<file path="src/rtl/mac_irq_pkg.sv">
package mac_irq_pkg;

    localparam int unsigned REG_AW  = 2;
    localparam int unsigned NUM_DIR = 2;

    typedef enum logic [REG_AW-1:0] {
        ADDR_STAT = 2'd0,
        ADDR_EN   = 2'd1,
        ADDR_CMD  = 2'd2,
        ADDR_NONE = 2'd3
    } reg_addr_e;

    typedef struct packed {
        logic stat_w1c;
        logic en_wr;
        logic cmd_wr;
    } wr_strb_t;

endpackage

</file>
<file path="src/rtl/mac_irq_decode.sv">
module mac_irq_decode
    import mac_irq_pkg::*;
#(
    parameter int unsigned DATA_W = 32
) (
    input  logic              clk,
    input  logic              rst_n,
    input  logic              bus_we,
    input  logic              bus_re,
    input  logic [REG_AW-1:0] bus_addr,
    input  logic [DATA_W-1:0] stat_q,
    input  logic [DATA_W-1:0] en_q,
    input  logic [DATA_W-1:0] cmd_q,
    output wr_strb_t          strb,
    output logic [DATA_W-1:0] bus_rdata
);

    logic [DATA_W-1:0] rd_d;
    logic [DATA_W-1:0] rd_q;
    reg_addr_e         sel;

    assign sel = reg_addr_e'(bus_addr);

    always_comb begin
        strb          = '0;
        strb.stat_w1c = bus_we && (sel == ADDR_STAT);
        strb.en_wr    = bus_we && (sel == ADDR_EN);
        strb.cmd_wr   = bus_we && (sel == ADDR_CMD);
        rd_d          = rd_q;
        if (bus_re) begin
            case (sel)
                ADDR_STAT: rd_d = stat_q;
                ADDR_EN:   rd_d = en_q;
                ADDR_CMD:  rd_d = cmd_q;
                default:   rd_d = '0;
            endcase
        end
    end

    always_ff @(posedge clk or negedge rst_n) begin
        if (!rst_n) begin
            rd_q <= '0;
        end else begin
            rd_q <= rd_d;
        end
    end

    assign bus_rdata = rd_q;

    AST_HOLE_READS_ZERO: assert property (@(posedge clk) disable iff (!rst_n)
        (bus_re && bus_addr == 2'd3) |=> (bus_rdata == '0));

    AST_RDATA_HOLDS: assert property (@(posedge clk) disable iff (!rst_n)
        !bus_re |=> $stable(bus_rdata));

endmodule

</file>
<file path="src/rtl/mac_irq_cmd.sv">
module mac_irq_cmd #(
    parameter int unsigned DATA_W    = 32,
    parameter int unsigned SRST_BIT  = 24,
    parameter int unsigned LBK_BIT   = 21,
    parameter int unsigned OPMOD_BIT = 20
) (
    input  logic              clk,
    input  logic              rst_n,
    input  logic              cmd_wr,
    input  logic [DATA_W-1:0] wdata,
    output logic [DATA_W-1:0] cmd_q,
    output logic              srst
);

    localparam logic [DATA_W-1:0] KEEP_MASK =
        (DATA_W'(1) << LBK_BIT) | (DATA_W'(1) << OPMOD_BIT);
    localparam logic [DATA_W-1:0] SRST_MASK = DATA_W'(1) << SRST_BIT;

    logic [DATA_W-1:0] cmd_d;

    assign srst = cmd_wr && wdata[SRST_BIT];

    always_comb begin
        cmd_d = cmd_q;
        if (srst) begin
            cmd_d = cmd_q & KEEP_MASK;
        end else if (cmd_wr) begin
            cmd_d = wdata & ~SRST_MASK;
        end
    end

    always_ff @(posedge clk or negedge rst_n) begin
        if (!rst_n) begin
            cmd_q <= '0;
        end else begin
            cmd_q <= cmd_d;
        end
    end

    AST_SRST_KEEPS_MODE: assert property (@(posedge clk) disable iff (!rst_n)
        srst |=> (cmd_q == ($past(cmd_q) & KEEP_MASK)));

    AST_CMD_STORE: assert property (@(posedge clk) disable iff (!rst_n)
        (cmd_wr && !srst) |=> (cmd_q == $past(wdata)));

endmodule

</file>
<file path="src/rtl/mac_irq_status.sv">
module mac_irq_status
    import mac_irq_pkg::*;
#(
    parameter int unsigned       DATA_W        = 32,
    parameter logic [DATA_W-1:0] TX_CAUSE_MASK = 32'hFFFE_0000,
    parameter logic [DATA_W-1:0] RX_CAUSE_MASK = 32'h0000_FFFE,
    parameter int unsigned       TX_SUM_BIT    = 16,
    parameter int unsigned       RX_SUM_BIT    = 0
) (
    input  logic              clk,
    input  logic              rst_n,
    input  logic [DATA_W-1:0] ev_in,
    input  logic              stat_w1c,
    input  logic              en_wr,
    input  logic [DATA_W-1:0] wdata,
    input  logic              srst,
    output logic [DATA_W-1:0] stat_q,
    output logic [DATA_W-1:0] en_q,
    output logic              irq_tx,
    output logic              irq_rx
);

    localparam int unsigned DIR_RX = 0;
    localparam int unsigned DIR_TX = 1;
    localparam logic [DATA_W-1:0] CAUSE_MASK = TX_CAUSE_MASK | RX_CAUSE_MASK;
    localparam logic [NUM_DIR-1:0][DATA_W-1:0] DIR_MASK = {TX_CAUSE_MASK, RX_CAUSE_MASK};
    localparam int unsigned DIR_SUM_BIT [NUM_DIR] = '{RX_SUM_BIT, TX_SUM_BIT};

    typedef struct packed {
        logic [DATA_W-1:0] stat;
        logic [DATA_W-1:0] en;
        logic              irq_tx;
        logic              irq_rx;
    } state_t;

    state_t st_d;
    state_t st_q;

    logic [DATA_W-1:0]  ev_m;
    logic [DATA_W-1:0]  clr_m;
    logic [DATA_W-1:0]  cause_n;
    logic [DATA_W-1:0]  en_n;
    logic [NUM_DIR-1:0] dir_hit;
    logic [NUM_DIR-1:0] dir_irq;
    logic [NUM_DIR-1:0][DATA_W-1:0] sum_vec;

    assign ev_m    = ev_in & CAUSE_MASK;
    assign clr_m   = stat_w1c ? wdata : '0;
    assign cause_n = ((st_q.stat & CAUSE_MASK) & ~clr_m) | ev_m;
    assign en_n    = en_wr ? wdata : st_q.en;

    for (genvar g = 0; g < NUM_DIR; g++) begin : g_dir
        assign dir_hit[g] = |(cause_n & en_n & DIR_MASK[g]);
        assign sum_vec[g] = dir_hit[g] ? (DATA_W'(1) << DIR_SUM_BIT[g]) : '0;
        assign dir_irq[g] = dir_hit[g] && en_n[DIR_SUM_BIT[g]];
    end

    always_comb begin
        st_d        = st_q;
        st_d.stat   = cause_n | sum_vec[DIR_TX] | sum_vec[DIR_RX];
        st_d.en     = en_n;
        st_d.irq_tx = dir_irq[DIR_TX];
        st_d.irq_rx = dir_irq[DIR_RX];
        if (srst) begin
            st_d = '0;
        end
    end

    always_ff @(posedge clk or negedge rst_n) begin
        if (!rst_n) begin
            st_q <= '0;
        end else begin
            st_q <= st_d;
        end
    end

    assign stat_q = st_q.stat;
    assign en_q   = st_q.en;
    assign irq_tx = st_q.irq_tx;
    assign irq_rx = st_q.irq_rx;

    AST_EVENT_LATCHES: assert property (@(posedge clk) disable iff (!rst_n)
        (|ev_m && !srst) |=> ((stat_q & $past(ev_m)) == $past(ev_m)));

    AST_TX_SUMMARY: assert property (@(posedge clk) disable iff (!rst_n)
        stat_q[TX_SUM_BIT] == |(stat_q & en_q & TX_CAUSE_MASK));

    AST_RX_SUMMARY: assert property (@(posedge clk) disable iff (!rst_n)
        stat_q[RX_SUM_BIT] == |(stat_q & en_q & RX_CAUSE_MASK));

    AST_TX_LINE: assert property (@(posedge clk) disable iff (!rst_n)
        irq_tx == (stat_q[TX_SUM_BIT] && en_q[TX_SUM_BIT]));

    AST_RX_LINE: assert property (@(posedge clk) disable iff (!rst_n)
        irq_rx == (stat_q[RX_SUM_BIT] && en_q[RX_SUM_BIT]));

    AST_W1C_CLEARS: assert property (@(posedge clk) disable iff (!rst_n)
        (stat_w1c && !srst) |=> ((stat_q & $past(wdata & ~ev_in) & CAUSE_MASK) == '0));

    AST_EN_REPLACE: assert property (@(posedge clk) disable iff (!rst_n)
        (en_wr && !srst) |=> (en_q == $past(wdata)));

    AST_EVENT_BEATS_CLEAR: assert property (@(posedge clk) disable iff (!rst_n)
        (stat_w1c && !srst && |(wdata & ev_m))
        |=> ((stat_q & $past(wdata & ev_m)) == $past(wdata & ev_m)));

    AST_SRST_QUIET: assert property (@(posedge clk) disable iff (!rst_n)
        srst |=> (!irq_tx && !irq_rx && stat_q == '0 && en_q == '0));

endmodule

</file>
<file path="src/rtl/mac_irq_agg.sv">
module mac_irq_agg
    import mac_irq_pkg::*;
#(
    parameter int unsigned       DATA_W        = 32,
    parameter logic [DATA_W-1:0] TX_CAUSE_MASK = 32'hFFFE_0000,
    parameter logic [DATA_W-1:0] RX_CAUSE_MASK = 32'h0000_FFFE,
    parameter int unsigned       TX_SUM_BIT    = 16,
    parameter int unsigned       RX_SUM_BIT    = 0,
    parameter int unsigned       SRST_BIT      = 24,
    parameter int unsigned       LBK_BIT       = 21,
    parameter int unsigned       OPMOD_BIT     = 20
) (
    input  logic              clk,
    input  logic              rst_n,
    input  logic              bus_we,
    input  logic              bus_re,
    input  logic [REG_AW-1:0] bus_addr,
    input  logic [DATA_W-1:0] bus_wdata,
    output logic [DATA_W-1:0] bus_rdata,
    input  logic [DATA_W-1:0] ev_in,
    output logic              irq_tx,
    output logic              irq_rx
);

    wr_strb_t          strb;
    logic [DATA_W-1:0] stat_q;
    logic [DATA_W-1:0] en_q;
    logic [DATA_W-1:0] cmd_q;
    logic              srst;

    mac_irq_decode #(
        .DATA_W (DATA_W)
    ) u_decode (
        .clk       (clk),
        .rst_n     (rst_n),
        .bus_we    (bus_we),
        .bus_re    (bus_re),
        .bus_addr  (bus_addr),
        .stat_q    (stat_q),
        .en_q      (en_q),
        .cmd_q     (cmd_q),
        .strb      (strb),
        .bus_rdata (bus_rdata)
    );

    mac_irq_cmd #(
        .DATA_W    (DATA_W),
        .SRST_BIT  (SRST_BIT),
        .LBK_BIT   (LBK_BIT),
        .OPMOD_BIT (OPMOD_BIT)
    ) u_cmd (
        .clk    (clk),
        .rst_n  (rst_n),
        .cmd_wr (strb.cmd_wr),
        .wdata  (bus_wdata),
        .cmd_q  (cmd_q),
        .srst   (srst)
    );

    mac_irq_status #(
        .DATA_W        (DATA_W),
        .TX_CAUSE_MASK (TX_CAUSE_MASK),
        .RX_CAUSE_MASK (RX_CAUSE_MASK),
        .TX_SUM_BIT    (TX_SUM_BIT),
        .RX_SUM_BIT    (RX_SUM_BIT)
    ) u_status (
        .clk      (clk),
        .rst_n    (rst_n),
        .ev_in    (ev_in),
        .stat_w1c (strb.stat_w1c),
        .en_wr    (strb.en_wr),
        .wdata    (bus_wdata),
        .srst     (srst),
        .stat_q   (stat_q),
        .en_q     (en_q),
        .irq_tx   (irq_tx),
        .irq_rx   (irq_rx)
    );

endmodule

</file>
<file path="config.mk">
export PLATFORM = sky130hd
export DESIGN_NAME = mac_irq_agg
export DESIGN_NICKNAME = d
export VERILOG_FILES = /design/src/rtl/mac_irq_pkg.sv /design/src/rtl/mac_irq_decode.sv /design/src/rtl/mac_irq_cmd.sv /design/src/rtl/mac_irq_status.sv /design/src/rtl/mac_irq_agg.sv
export SDC_FILE = /design/constraint.sdc
export NUM_CORES = 1
export LEC_CHECK = 0
export CORE_ASPECT_RATIO = 0.75
export CORE_MARGIN = 2
export CORE_UTILIZATION = 55
export CTS_BUF_LIST = sky130_fd_sc_hd__clkbuf_8
export CTS_CLUSTER_SIZE = 28
export DETAILED_ROUTE_END_ITERATION = 8
export GPL_TIMING_DRIVEN = 0
export PLACE_DENSITY = 0.83
export SYNTH_ARGS = -nofsm -noshare
export SYNTH_HDL_FRONTEND = slang
export SYNTH_SLANG_ARGS = --single-unit
</file>
<file path="constraint.sdc">
create_clock -name clk -period 2.8 [get_ports clk]
set_input_delay 0.56 -clock clk [delete_from_list [all_inputs] [get_ports clk]]
set_output_delay 0.56 -clock clk [all_outputs]
set_load 0.01 [all_outputs]
</file>
==> impl_metrics.xml <==
<?xml version="1.0" encoding="UTF-8"?>
<metrics>
  <group name="run_status">
    <metric name="run_status" unit="">completed</metric>
  </group>
  <group name="clock_network">
    <metric name="tritoncts.num_buffers" unit="">17</metric>
    <metric name="cts-hold-fix-buffers" unit="">0</metric>
    <metric name="cts_num_sinks" unit="">129</metric>
    <metric name="clkSlewWorstSetupHoldPaths" unit="ps">80</metric>
    <metric name="cts.path.max_buffers" unit="">2</metric>
    <metric name="h_tree_depth" unit="">4</metric>
    <metric name="tritoncts" unit="">built</metric>
    <metric name="post_cts.repair.setup_buffers" unit="">0</metric>
    <metric name="worstSkewPairLatency" unit="ps">460</metric>
    <metric name="cts-root-buf" unit="">clkbuf_8</metric>
    <metric name="post_cts_resized" unit="">0</metric>
  </group>
  <group name="timing">
    <metric name="max-slew-margin-rel" unit="%">54.18</metric>
    <metric name="timing_hold_violations_final" unit="">0</metric>
    <metric name="rsz0062_at_grt" unit="">no</metric>
    <metric name="layout_min_cycle_time" unit="ps">2641</metric>
    <metric name="finalSetupViolCount" unit="">0</metric>
    <metric name="maxSlewViolCount" unit="">0</metric>
    <metric name="max_freq" unit="MHz">378.6</metric>
    <metric name="fin_skew" unit="ps">9.729</metric>
    <metric name="worstMarginPinSlew" unit="ps">687.3</metric>
    <metric name="period_utilization" unit="%">94.34</metric>
  </group>
  <group name="yosys">
    <metric name="synthesis.nets" unit="">675</metric>
    <metric name="synth.cell_area" unit="mm2">0.005838</metric>
    <metric name="netlist.top_cell.by_area" unit="">dfrtp_1</metric>
    <metric name="postSynthRegisterBits" unit="">129</metric>
    <metric name="synth_sequential_area_ratio" unit="%">55.29</metric>
    <metric name="synthArstFlopShare" unit="%">100.0</metric>
    <metric name="yosysUniqueCellTypes" unit="">25</metric>
    <metric name="synth_most_common_cell" unit="">dfrtp_1</metric>
    <metric name="syn-instance-count" unit="">605</metric>
    <metric name="synth_top_flop_cell" unit="">dfrtp_1</metric>
    <metric name="synth_area_per_cell" unit="um2">9.650</metric>
    <metric name="post_synth_edffs" unit="">0</metric>
    <metric name="yosys-top-cells-count" unit="">dfrtp_1 (129), nor2_1 (127), a21oi_1 (69)</metric>
    <metric name="synth.yosys.warnings" unit="">0</metric>
    <metric name="yosysTopAreaCellShare" unit="%">55.29</metric>
    <metric name="cells_taking_the_most_area_after_synthesis" unit="">dfrtp_1 (55%), mux2i_1 (11%), nor2_1 (8.2%), a21oi_1 (5.9%), o22ai_1 (4.0%)</metric>
  </group>
  <group name="global_route">
    <metric name="grtUsageMet1" unit="%">42.56</metric>
    <metric name="grt.busiest_layer" unit="">met2</metric>
    <metric name="grt_use_met3" unit="%">9.268</metric>
    <metric name="gr-total-overflow" unit="">0</metric>
    <metric name="antenna_found_initial" unit="">0</metric>
    <metric name="grt_pass1_vias" unit="">5233</metric>
    <metric name="gr-usage-met2" unit="%">49.95</metric>
    <metric name="track_usage" unit="%">31.88</metric>
    <metric name="grt_pass1_wl" unit="um">26980</metric>
    <metric name="grt_start_max_net_pins" unit="">83</metric>
  </group>
  <group name="place">
    <metric name="gp_congestion" unit="">0.8866</metric>
    <metric name="numPlacedInstances" unit="">842</metric>
    <metric name="dp.final_hpwl" unit="um">11650</metric>
    <metric name="postPlaceCellArea" unit="mm2">0.007038</metric>
    <metric name="io_buffers" unit="">100</metric>
  </group>
  <group name="critical_path">
    <metric name="crit_type" unit="">input pin to register</metric>
    <metric name="slowest_stage" unit="">clkdlybuf4s50_1</metric>
    <metric name="crit_top_cell" unit="">buf_2</metric>
    <metric name="worst_path_largest_cell_delay" unit="ps">490</metric>
    <metric name="worstPathCellList" unit="">clkdlybuf4s50_1, buf_2, nand3b_1, buf_2, buf_2, mux2i_1, o22ai_1, nor4_2, a21boi_1</metric>
    <metric name="worst_endpoint_data_arrival_time" unit="ps">2950</metric>
    <metric name="cp.buffers_inverters" unit="">4</metric>
    <metric name="cp_max_fo" unit="">10</metric>
    <metric name="cp-end-kind" unit="">register</metric>
    <metric name="cpLargestDelayFamily" unit="">buffers and inverters</metric>
    <metric name="critical_path_required" unit="ps">3110</metric>
    <metric name="critPathLaunchType" unit="">input pin</metric>
  </group>
  <group name="floorplan">
    <metric name="die-height" unit="um">93.23</metric>
    <metric name="initial_core_util" unit="%">56.74</metric>
    <metric name="core_area" unit="mm2">0.01029</metric>
    <metric name="design.portCount" unit="">104</metric>
    <metric name="die-width" unit="um">123.0</metric>
    <metric name="placementRows" unit="">32</metric>
    <metric name="design.die.area" unit="mm2">0.01146</metric>
  </group>
  <group name="drt">
    <metric name="wl_per_cell" unit="um">19.89</metric>
    <metric name="total_wire_length" unit="um">17380</metric>
    <metric name="route.detailed.vias_per_inst" unit="">6.106</metric>
    <metric name="drc_errors" unit="">0</metric>
    <metric name="drtAntennaViolNets" unit="">0</metric>
    <metric name="drt_pass1_iterations" unit="">5</metric>
    <metric name="via_count" unit="">5337</metric>
    <metric name="drt_first_iter_violations" unit="">543</metric>
  </group>
  <group name="final_layout">
    <metric name="diodes" unit="">0</metric>
    <metric name="num-nets-final" unit="">795</metric>
    <metric name="drive_above_1_share" unit="%">7.453</metric>
    <metric name="seqCellArea" unit="mm2">0.003228</metric>
    <metric name="final_util" unit="%">72.40</metric>
    <metric name="finalInstanceArea" unit="mm2">0.007450</metric>
    <metric name="areaGrowthSynthToFinish" unit="%">27.60</metric>
    <metric name="multi_input_area" unit="mm2">0.002425</metric>
    <metric name="fill_cells" unit="">752</metric>
    <metric name="non_filler_cells_in_the_finished_layout" unit="">874</metric>
  </group>
  <group name="power_and_ir_drop">
    <metric name="irDropWorstVdd" unit="mV">0.3352</metric>
    <metric name="power.leakage" unit="nW">3.351</metric>
    <metric name="p_per_area" unit="mW/mm2">641.3</metric>
  </group>
  <group name="flow_run">
    <metric name="max_cap_viol_count" unit="">0</metric>
  </group>
  <group name="worst_hold_path">
    <metric name="hold_class" unit="">input pin to asynchronous set/reset pin</metric>
  </group>
</metrics>
## state kept, by name, summed over array words and instances, names as in the netlist
register / count
u_decode.bus_rdata: 32
u_status.en_q: 32
u_status.stat_q: 32
u_cmd.cmd_q: 31
u_status.irq_rx: 1
u_status.irq_tx: 1
## stage by stage
stage               hold WS (ps)  TNS [ps]  power [mW]  worst slack, ps
finish                     23.63         0       4.778            158.6
global route               56.35         0       4.972            40.59
CTS                        43.58         0       4.753            54.21
detailed placement         471.1     -1077       3.168           -370.0
global placement           460.3   -476720       3.119            -3691
floorplan                  264.4         0       2.711            758.2
## area by class of cell
| type | count | area share (%) |
|---|---|---|
| inverters | 1 | 0.05039 |
| well taps | 136 | 2.284 |
| clock buffers | 21 | 3.880 |
| plain buffers | 41 | 2.603 |
| clock inverters | 11 | 1.478 |
| repair buffers | 101 | 13.82 |
| flip-flops and latches | 129 | 43.33 |
| multi-input cells | 434 | 32.55 |
## cell usage in the layout (no fill, tap or decap), types with 8 or more instances in the layout
cell type,instances
a21oi_1,69
buf_2,8
clkbuf_1,27
clkbuf_8,21
clkdlybuf4s50_1,99
dfrtp_1,129
mux2i_1,62
nand2_1,60
nand2b_1,27
nor2_1,127
o21ai_0,30
o22ai_1,37
## power breakdown
group          internal, mW  switching (mW)  leakage, nW
Clock                 0.873           0.739        0.207
Combinational         0.430           0.496         1.62
Sequential             2.10           0.137         1.52
Total                  3.41            1.37         3.35
## cell families after synthesis
| kind of cell | after synthesis | synth area share [%] |
|---|---|---|
| simple gates | 227 | 16.61 |
| mux | 65 | 11.21 |
| flops | 129 | 55.29 |
| compound gates | 142 | 13.50 |
| buf+inv | 42 | 3.386 |
## metal layers
layer / wire length, um / share of wire [%] / vias to the layer above
met3: 1854 / 11 / 56
li1: - / - / 2311
met2: 8207 / 47 / 367
met1: 6903 / 40 / 2603
met5: 0 / 0 / -
met4: 415 / 2.4 / 0
## worst paths after layout
path / startpoint / to / slack (ps) / cells after the start
hold reg to reg: u_cmd.cmd_q[27] / u_cmd.cmd_q[27] / 490 / 2
setup / recovery: bus_addr[1] / u_status.irq_rx / 160 / 9
setup reg to reg: u_status.stat_q[29] / u_status.irq_tx / 1180 / 4
min in group clk: u_cmd.cmd_q[27] / u_cmd.cmd_q[27] / 490 / 2
hold / removal: rst_n / u_cmd.cmd_q[7] / 20 / 1
max in group asynchronous: rst_n / u_status.en_q[27] / 2010 / 2
(Power assumes the default switching activity.)
